`config.mk`:
```
export PLATFORM = sky130hd
export DESIGN_NAME = nand_op_seq
export DESIGN_NICKNAME = d
export VERILOG_FILES = /design/src/rtl/nseq_pkg.sv /design/src/rtl/nseq_status_eval.sv /design/src/rtl/nseq_cmd_engine.sv /design/src/rtl/nand_op_seq.sv
export SDC_FILE = /design/constraint.sdc
export NUM_CORES = 1
export LEC_CHECK = 0
export BUFFER_PORTS_ARGS = -buffer_cell sky130_fd_sc_hd__buf_2
export CAP_MARGIN = 30
export CORE_MARGIN = 10
export CORE_UTILIZATION = 54
export DETAILED_ROUTE_END_ITERATION = 7
export PLACE_DENSITY = 0.77
export SYNTH_ARGS = -nofsm -noshare
export SYNTH_HDL_FRONTEND = slang
export SYNTH_HIERARCHICAL = 1
export SYNTH_SLANG_ARGS = --single-unit
```
`constraint.sdc`:
```
create_clock -name clk -period 2.8 [get_ports clk]
set_input_delay 0.28 -clock clk [delete_from_list [all_inputs] [get_ports clk]]
set_output_delay 0.28 -clock clk [all_outputs]
set_load 0.03 [all_outputs]
```
`src/rtl/nseq_pkg.sv`:
```
`timescale 1ns/1ps
// Shared constants and types for the SPI NAND operation sequencer.
// Assumes a device with a single status register read through one address byte.
package nseq_pkg;
    localparam logic [1:0] OP_READ  = 2'd0;
    localparam logic [1:0] OP_PROG  = 2'd1;
    localparam logic [1:0] OP_ERASE = 2'd2;

    localparam logic [7:0] CMD_WREN     = 8'h06;
    localparam logic [7:0] CMD_ERASE    = 8'hD8;
    localparam logic [7:0] CMD_LOAD     = 8'h13;
    localparam logic [7:0] CMD_CACHE_RD = 8'h03;
    localparam logic [7:0] CMD_CACHE_WR = 8'h84;
    localparam logic [7:0] CMD_EXEC     = 8'h10;
    localparam logic [7:0] CMD_GETSTAT  = 8'h0F;
    localparam logic [7:0] STAT_REG_SEL = 8'hC0;

    localparam int         ST_BUSY_BIT  = 0;
    localparam int         ST_EFAIL_BIT = 2;
    localparam int         ST_PFAIL_BIT = 3;
    localparam logic [1:0] ECC_UNCORR   = 2'b10;

    typedef enum logic [1:0] {
        DM_NONE,
        DM_WRITE,
        DM_READ,
        DM_STAT
    } dmode_e;
endpackage

```
`src/rtl/nseq_status_eval.sv`:
```
`timescale 1ns/1ps
// Judges a polled status byte for the operation in progress.
// Assumes the byte is stable while the result is used.
module nseq_status_eval
    import nseq_pkg::*;
(
    input  logic [7:0] stat,
    input  logic [1:0] op,
    output logic       dev_busy,
    output logic       op_fail
);
    logic unused_stat_bits;

    assign unused_stat_bits = ^{stat[7:6], stat[1]};
    assign dev_busy = stat[ST_BUSY_BIT];

    // Choose the failure indication that belongs to the running operation.
    always_comb begin
        case (op)
            OP_ERASE: op_fail = stat[ST_EFAIL_BIT];
            OP_PROG:  op_fail = stat[ST_PFAIL_BIT];
            default:  op_fail = (stat[5:4] == ECC_UNCORR);
        endcase
    end
endmodule

```
`src/rtl/nseq_cmd_engine.sv`:
```
`timescale 1ns/1ps
// Runs one chip-select framed command: opcode, address bytes MSB first,
// optional dummy byte, then an optional data phase (host write, host read
// or a single status byte). Ends each frame with one deselected cycle.
// Assumes start is only given while the engine is idle.
module nseq_cmd_engine
    import nseq_pkg::*;
#(
    parameter int ADDR_W = 24,
    parameter int LEN_W  = 12,
    parameter int AB_W   = 2
) (
    input  logic              clk,
    input  logic              rst_n,
    input  logic              start,
    input  logic [7:0]        opcode,
    input  logic [ADDR_W-1:0] addr,
    input  logic [AB_W-1:0]   addr_nb,
    input  logic              dummy,
    input  dmode_e            dmode,
    input  logic [LEN_W-1:0]  dlen,
    output logic              cmd_done,
    output logic [7:0]        stat_q,
    input  logic [7:0]        wr_data,
    output logic              wr_take,
    output logic              rd_valid,
    output logic [7:0]        rd_data,
    output logic              cs_n,
    output logic              xfer_req,
    output logic [7:0]        xfer_tx,
    input  logic              xfer_ack,
    input  logic [7:0]        xfer_rx
);
    typedef enum logic [2:0] {E_IDLE, E_OPC, E_ADDR, E_DUM, E_DATA, E_GAP} est_e;

    est_e              st;
    est_e              after_addr;
    est_e              after_dum;
    logic [7:0]        opc_q;
    logic [ADDR_W-1:0] addr_q;
    logic [AB_W-1:0]   anb_q;
    logic [AB_W-1:0]   acnt;
    logic              dum_q;
    dmode_e            dm_q;
    logic [LEN_W-1:0]  dcnt;

    // Work out which phase follows the address and the dummy byte.
    always_comb begin
        after_dum  = (dm_q != DM_NONE && dcnt != '0) ? E_DATA : E_GAP;
        after_addr = dum_q ? E_DUM : after_dum;
    end

    // Phase sequencing and latching of the command parameters.
    always_ff @(posedge clk) begin
        if (!rst_n) begin
            st     <= E_IDLE;
            opc_q  <= '0;
            addr_q <= '0;
            anb_q  <= '0;
            acnt   <= '0;
            dum_q  <= 1'b0;
            dm_q   <= DM_NONE;
            dcnt   <= '0;
            stat_q <= '0;
        end else begin
            case (st)
                E_IDLE: if (start) begin
                    opc_q  <= opcode;
                    addr_q <= addr;
                    anb_q  <= addr_nb;
                    dum_q  <= dummy;
                    dm_q   <= dmode;
                    dcnt   <= dlen;
                    st     <= E_OPC;
                end
                E_OPC: if (xfer_ack) begin
                    acnt <= anb_q - AB_W'(1);
                    st   <= (anb_q != '0) ? E_ADDR : after_addr;
                end
                E_ADDR: if (xfer_ack) begin
                    if (acnt == '0) st <= after_addr;
                    else            acnt <= acnt - AB_W'(1);
                end
                E_DUM: if (xfer_ack) st <= after_dum;
                E_DATA: if (xfer_ack) begin
                    if (dm_q == DM_STAT) stat_q <= xfer_rx;
                    dcnt <= dcnt - LEN_W'(1);
                    if (dcnt == LEN_W'(1)) st <= E_GAP;
                end
                E_GAP:   st <= E_IDLE;
                default: st <= E_IDLE;
            endcase
        end
    end

    // Byte to shift out in the current phase.
    always_comb begin
        case (st)
            E_OPC:   xfer_tx = opc_q;
            E_ADDR:  xfer_tx = addr_q[{acnt, 3'b000} +: 8];
            E_DATA:  xfer_tx = (dm_q == DM_WRITE) ? wr_data : 8'h00;
            default: xfer_tx = 8'h00;
        endcase
    end

    assign cs_n     = (st == E_IDLE) || (st == E_GAP);
    assign xfer_req = !cs_n;
    assign cmd_done = (st == E_GAP);
    assign wr_take  = (st == E_DATA) && (dm_q == DM_WRITE) && xfer_ack;
    assign rd_valid = (st == E_DATA) && (dm_q == DM_READ) && xfer_ack;
    assign rd_data  = xfer_rx;
endmodule

```
`src/rtl/nand_op_seq.sv`:
```
`timescale 1ns/1ps
// Top of the SPI NAND operation sequencer. Accepts one host request while
// idle and walks it through write-enable, main command, execute, status
// polling and cache read steps, each issued through the command engine.
// Assumes the SPI master acknowledges every requested byte eventually.
module nand_op_seq
    import nseq_pkg::*;
#(
    parameter int ROW_W         = 24,
    parameter int COL_W         = 16,
    parameter int LEN_W         = 12,
    parameter int PAGES_PER_BLK = 64
) (
    input  logic             clk,
    input  logic             rst_n,
    input  logic             req_valid,
    input  logic [1:0]       req_op,
    input  logic [ROW_W-1:0] req_row,
    input  logic [COL_W-1:0] req_col,
    input  logic [LEN_W-1:0] req_len,
    input  logic [7:0]       wr_data,
    output logic             wr_take,
    output logic             rd_valid,
    output logic [7:0]       rd_data,
    output logic             busy,
    output logic             done,
    output logic             fail,
    output logic             spi_cs_n,
    output logic             xfer_req,
    output logic [7:0]       xfer_tx,
    input  logic             xfer_ack,
    input  logic [7:0]       xfer_rx
);
    localparam int BLK_SH = $clog2(PAGES_PER_BLK);
    localparam int ROW_NB = ROW_W / 8;
    localparam int COL_NB = COL_W / 8;
    localparam int AB_W   = $clog2(ROW_NB + 1);

    typedef enum logic [2:0] {T_IDLE, T_WREN, T_MAIN, T_EXEC, T_POLL, T_CACHE, T_FIN} tst_e;

    tst_e             st;
    logic [1:0]       op_q;
    logic [ROW_W-1:0] row_q;
    logic [COL_W-1:0] col_q;
    logic [LEN_W-1:0] len_q;
    logic             launched;
    logic             fail_q;
    logic             accept;

    logic             cmd_start;
    logic             cmd_done;
    logic [7:0]       cmd_opc;
    logic [ROW_W-1:0] cmd_addr;
    logic [AB_W-1:0]  cmd_nb;
    logic             cmd_dum;
    dmode_e           cmd_dm;
    logic [LEN_W-1:0] cmd_len;
    logic [7:0]       stat_q;
    logic             dev_busy;
    logic             op_fail;
    logic [ROW_W-1:0] col_ext;
    logic [ROW_W-1:0] blk_row;

    assign accept  = (st == T_IDLE) && req_valid && (req_op != 2'd3);
    assign col_ext = {{(ROW_W-COL_W){1'b0}}, col_q};
    assign blk_row = {row_q[ROW_W-1:BLK_SH], {BLK_SH{1'b0}}};

    // Operation-level step sequencing and result capture.
    always_ff @(posedge clk) begin
        if (!rst_n) begin
            st       <= T_IDLE;
            op_q     <= OP_READ;
            row_q    <= '0;
            col_q    <= '0;
            len_q    <= '0;
            launched <= 1'b0;
            fail_q   <= 1'b0;
        end else begin
            if (cmd_start) launched <= 1'b1;
            if (cmd_done)  launched <= 1'b0;
            case (st)
                T_IDLE: if (accept) begin
                    op_q   <= req_op;
                    row_q  <= req_row;
                    col_q  <= req_col;
                    len_q  <= req_len;
                    fail_q <= 1'b0;
                    st     <= (req_op == OP_READ) ? T_MAIN : T_WREN;
                end
                T_WREN: if (cmd_done) st <= T_MAIN;
                T_MAIN: if (cmd_done) st <= (op_q == OP_PROG) ? T_EXEC : T_POLL;
                T_EXEC: if (cmd_done) st <= T_POLL;
                T_POLL: if (cmd_done && !dev_busy) begin
                    if (op_q == OP_READ && !op_fail) begin
                        st <= T_CACHE;
                    end else begin
                        fail_q <= op_fail;
                        st     <= T_FIN;
                    end
                end
                T_CACHE: if (cmd_done) st <= T_FIN;
                T_FIN:   st <= T_IDLE;
                default: st <= T_IDLE;
            endcase
        end
    end

    // Parameters of the command frame that belongs to the current step.
    always_comb begin
        cmd_opc  = CMD_WREN;
        cmd_addr = '0;
        cmd_nb   = '0;
        cmd_dum  = 1'b0;
        cmd_dm   = DM_NONE;
        cmd_len  = '0;
        case (st)
            T_MAIN: begin
                if (op_q == OP_PROG) begin
                    cmd_opc  = CMD_CACHE_WR;
                    cmd_addr = col_ext;
                    cmd_nb   = AB_W'(COL_NB);
                    cmd_dm   = DM_WRITE;
                    cmd_len  = len_q;
                end else begin
                    cmd_opc  = (op_q == OP_ERASE) ? CMD_ERASE : CMD_LOAD;
                    cmd_addr = (op_q == OP_ERASE) ? blk_row : row_q;
                    cmd_nb   = AB_W'(ROW_NB);
                end
            end
            T_EXEC: begin
                cmd_opc  = CMD_EXEC;
                cmd_addr = row_q;
                cmd_nb   = AB_W'(ROW_NB);
            end
            T_POLL: begin
                cmd_opc  = CMD_GETSTAT;
                cmd_addr = {{(ROW_W-8){1'b0}}, STAT_REG_SEL};
                cmd_nb   = AB_W'(1);
                cmd_dm   = DM_STAT;
                cmd_len  = LEN_W'(1);
            end
            T_CACHE: begin
                cmd_opc  = CMD_CACHE_RD;
                cmd_addr = col_ext;
                cmd_nb   = AB_W'(COL_NB);
                cmd_dum  = 1'b1;
                cmd_dm   = DM_READ;
                cmd_len  = len_q;
            end
            default: ;
        endcase
    end

    assign cmd_start = !launched && (st != T_IDLE) && (st != T_FIN);

    nseq_cmd_engine #(
        .ADDR_W (ROW_W),
        .LEN_W  (LEN_W),
        .AB_W   (AB_W)
    ) u_eng (
        .clk      (clk),
        .rst_n    (rst_n),
        .start    (cmd_start),
        .opcode   (cmd_opc),
        .addr     (cmd_addr),
        .addr_nb  (cmd_nb),
        .dummy    (cmd_dum),
        .dmode    (cmd_dm),
        .dlen     (cmd_len),
        .cmd_done (cmd_done),
        .stat_q   (stat_q),
        .wr_data  (wr_data),
        .wr_take  (wr_take),
        .rd_valid (rd_valid),
        .rd_data  (rd_data),
        .cs_n     (spi_cs_n),
        .xfer_req (xfer_req),
        .xfer_tx  (xfer_tx),
        .xfer_ack (xfer_ack),
        .xfer_rx  (xfer_rx)
    );

    nseq_status_eval u_eval (
        .stat     (stat_q),
        .op       (op_q),
        .dev_busy (dev_busy),
        .op_fail  (op_fail)
    );

    assign busy = (st != T_IDLE);
    assign done = (st == T_FIN);
    assign fail = fail_q;
endmodule

```
Word-level counts from Yosys, hierarchy flattened:

Cells that the tools add are included.

* output and inout bits: 23
* input port bits: 74
* register bits after elaboration: 119

* reductions and logical operators: 37
* bitwise gates (word level): 1
* mux-type cells: 48
* eq/ne operators: 35
* shift-type cells: 1
* add/sub/neg operators: 3

Operators with widths (number)
* $pmux 24 s4: 1
* $mux 3: 16
* $mux 12: 3
* $pmux 12 s3: 1
* $pmux 8 s4: 1
* $ne 2x2->1 const B: 14
* $mux 24: 1
* $mux 8: 3
* $pmux 12 s2: 1
* $pmux 8 s3: 1
* $shiftx 24x6->8: 1
* $pmux 3 s6: 1
* $eq 3x3->1 const B: 5
* $pmux 3 s5: 1
* $eq 12x1->1 const B: 1
* $eq 3x2->1 const B: 4
* $reduce_bool 12->1: 1
* $sub 12x1->12 const B: 1
* $logic_and 1x1->1: 11
* $mux 2: 5
* $reduce_bool 2->1: 5
* $eq 2x2->1 const B: 4
* $pmux 2 s4: 1
* $reduce_and 4->1: 2
* other kinds (21): 40

Logic depth before layout (Yosys ltp):

* depth after elaboration: 7
* gate-level depth with buffers: 10
* gate-level depth less buffers: 8

By module:

Netlist, hierarchy kept.

By module, submodules not included
* nseq_cmd_engine: instances 1, cells an instance 400, area each 3184.3 um^2, seq. area each 1241.2 um^2
* nand_op_seq: instances 1, cells an instance 374, area each 2832.7 um^2, seq. area each 1181.1 um^2
* nseq_status_eval: instances 1, cells an instance 8, area each 66.3 um^2, seq. area each 0.0 um^2

Least setup slack after synthesis:

No wires, ideal clock.

* kind: flip-flop to flip-flop
* start point: register, netlist name st[2]
* end point: register u_eng.addr_q[10]
* data arrival time: 2.213 ns
* period minus slack after synthesis: 2.284 ns
* cell stages (with the launch flop): 8
* library setup time: 0.071 ns
* path slack: 0.516 ns
* cells stage by stage: dfxtp_1 > buf_2 > and3b_1 > nor3_1 > nor4b_2 > clkbuf_1 > nand2_1 > a21oi_1

RTL lines
* to (signal assigned): RTL line nseq_cmd_engine.sv:69 `addr_q <= addr;`
* to (decl): RTL line nseq_cmd_engine.sv:40 `logic [ADDR_W-1:0] addr_q;`

Worst setup path after layout:

* start point: register u_eng.acnt[0]
* end point: output port xfer_tx[0]

* longest elaborated chain between the ends: 2

RTL lines
* from (decl): RTL line nseq_cmd_engine.sv:42 `logic [AB_W-1:0] acnt;`
* from (signal assigned): RTL line nseq_cmd_engine.sv:77 `acnt <= anb_q - AB_W'(1);`
* from (signal assigned): RTL line nseq_cmd_engine.sv:82 `else acnt <= acnt - AB_W'(1);`
* $shiftx 24x6->8: RTL line nseq_cmd_engine.sv:100 `E_ADDR: xfer_tx = addr_q[{acnt, 3'b000} +: 8];`
* $pmux 8 s3: RTL line nseq_cmd_engine.sv:98 `case (st)`
* to (decl): RTL line nand_op_seq.sv:30 `output logic [7:0] xfer_tx,`

Every way passes these cells.

==> key figures <==
Routing
  • Remaining DRCs: 0
  • Drt total wl: 16500 µm
  • TritonRoute pass-1 iters: 5
  • Final antenna-violating net count: 0
  • Drt wl/cell: 16.3 µm
  • Via count: 5814
  • 1st-iter DRT viols: 602
  • Vias per cell: between 5 and 6

Critical path
  • Max incr delay on CP: 0.51 ns
  • WP data required: approximately 2.5 ns
  • Critical-path top delay cell: dfxtp_1
  • Crit path kind: reg -> out
  • WP data arrival: ~2.3 ns
  • Register-to-Register Path Depth: 6
  • CP Capture Type: primary output
  • Worst setup SP type: register
  • CP bufs+invs: 1
  • Critical-path cell list: nor2b_1 -> nor3b_2 -> o2bb2ai_1 -> a221o_1 -> buf_2
  • Worst R2R End: u_eng/dcnt[11]$_SDFFE_PN0P_
  • CP delay by family, top: simple AND/OR/NAND/NOR gates
  • Reg2Reg Setup Slack: 0.37 ns
  • CP Max Fanout: 14
  • Reg-to-Reg Start: st[1]$_SDFFE_PN0P_

Floorplanning
  • Starting density of the core: 55.2%
  • Die Height: 125 µm
  • Core Footprint: 10800 µm²
  • Io pins: 97
  • Row count: 38
  • Die X: 125 µm
  • Die area: 15700 µm²

STA
  • Fin crit share: 93.0%
  • Final setup fails: 0
  • Hold Vio Cnt, Final: 0
  • RSZ-0062 raised after global routing: false
  • Max Freq: 0.384 GHz
  • Final Max Slew Viols: 0
  • Max-Slew Margin vs Limit: 41.2%
  • Final Skew: 0.00756 ns
  • Tmin final: 2.60 ns
  • Final WS setup: around 0.2 ns
  • Setup tns final: 0 ns
  • Slew @ Worst Pin: 0.880 ns

Cells and area
  • Area grow syn2layout: 22.7%
  • Fin cells: about 1000
  • Commonest non-fill, non-tap cell in the layout: nand2_1
  • Share of cells above drive strength 1: 17.8%
  • Commonest non-fill, non-tap cells in the layout: 200 x nand2_1, 116 x dfxtp_1, 111 x a21oi_1
  • ANT cells: 0
  • Final design utilization: 67.7%
  • NumNets Final: 947

Global routing
  • Global-route usage over all layers: 20.3%
  • Vias in the first global route: 5566
  • Largest net degree at the start of global routing: 42
  • Initial antenna violation count: 0
  • Grt total ovfl: 0
  • First-pass GRT wire length: 27000 µm

Placement
  • Inst Count DP: approximately 950
  • Pre-CTS WS: 0.486 ns
  • GPL Wtd Cong: 0.898
  • Post-DP HPWL: 11300 µm
  • IO buf count: 90

CTS
  • CTS clk-pin slew, worst paths: 0.06 ns
  • Total CTS buffers: 17
  • CTS tree: yes
  • Root buffer cell: clkbuf_8
  • H-tree depth: 4
  • CTS max path bufs: 2
  • Clk_lat worst skew: 0.52 ns
  • Sink Count: around 120

Min path
  • Hold path cells: 3
  • Worst Hold Launch: req_row[8]
  • Hold EP: row_q[8]$_SDFFE_PN0P_
  • Hold crit path type: in -> reg

Logic synthesis
  • Warnings from Yosys: 6
  • Cells after synthesis: between 700 and 800
  • Mean Syn Cell Area: about 7.7 µm²
  • Synth Cell Area: between 5000 and 6000 µm²
  • Synth Net Count: approximately 860

Power
  • Total power: 5440 µW
  • Max rail drop VDD: 0.441 mV
  • P per Cell Area: between 700 and 800 nW/µm²
  • Leak Pwr: approximately 0.0028 µW

Outcome
  • Status: completed

Flow run
  • Max_cap viols: 0
-- final cells by class --
type	count	area (µm²)
clock inverter	7	118
inverter	16	60.1
sequential	118	2360
clock buffer	24	490
timing repair buffer	136	873
tap	140	175
fill	892	3500
multi-input combinational	575	3260
-- how the worst max path moves through the flow --
stage	start	endpoint	slack (ns)	depth (start not counted)
2_1_floorplan	st[2]$_SDFFE_PN0P_	u_eng/addr_q[0]$_SDFFE_PN0P_	0.52	7
3_3_place_gp	u_eng/acnt[0]$_SDFFE_PN0P_	xfer_tx[0]	0.56	5
3_5_place_dp	u_eng/acnt[0]$_SDFFE_PN0P_	xfer_tx[0]	0.49	5
4_1_cts	u_eng/st[0]$_SDFFE_PN0P_	xfer_tx[4]	0.08	4
5_1_grt	u_eng/acnt[0]$_SDFFE_PN0P_	xfer_tx[0]	0.04	5
6_report	u_eng/acnt[0]$_SDFFE_PN0P_	xfer_tx[0]	0.20	5
-- through the flow --
stage | hold WS, ns | area, µm²
final | 0.0123 | 7340
after global routing | 0.00255 | 7340
after CTS | 0.000184 | 7310
after detailed placement | 0.445 | 6410
after global placement | 0.440 | 6410
after floorplan | 0.416 | 5980
-- report_power, final --
part	total, µW	leakage, µW	internal [µW]	switching (µW)
clock	2200	0.000289	1470	734
sequential	2000	0.000961	1810	189
combinational	1230	0.00157	482	750
total	5440	0.00282	3760	1670
-- worst min-delay path, cell delays in order --
cell and delay (ns):
buf_2 0.10, nand2_1 0.05, a21oi_1 0.05
-- flip-flops by register name, summed over array words and instances (netlist names), 3 cells and up --
register      cells
u_eng/dcnt       12
len_q            12
row_q            24
st                3
col_q            16
u_eng/st          3
u_eng/stat_q      5
u_eng/opc_q       8
u_eng/addr_q     24
-- layer usage --
layer  track usage [%]  up-vias  part of all wire [%]
met1              26.5     2701                    45
met3              5.91       30                   7.9
met4              6.78        0                   1.6
li1                  -     2842                     -
met2              31.3      241                    46
met5                 0        -                     0
-- timing repair --
action | in CTS | in global routing
resized for setup | 2 | 2
buffers inserted | 0 | 0
hold buffers | 29 | 2
setup endpoints to repair | 8 | 9
hold endpoints to repair | 29 | 2
Power figures use the tool's default switching activity.
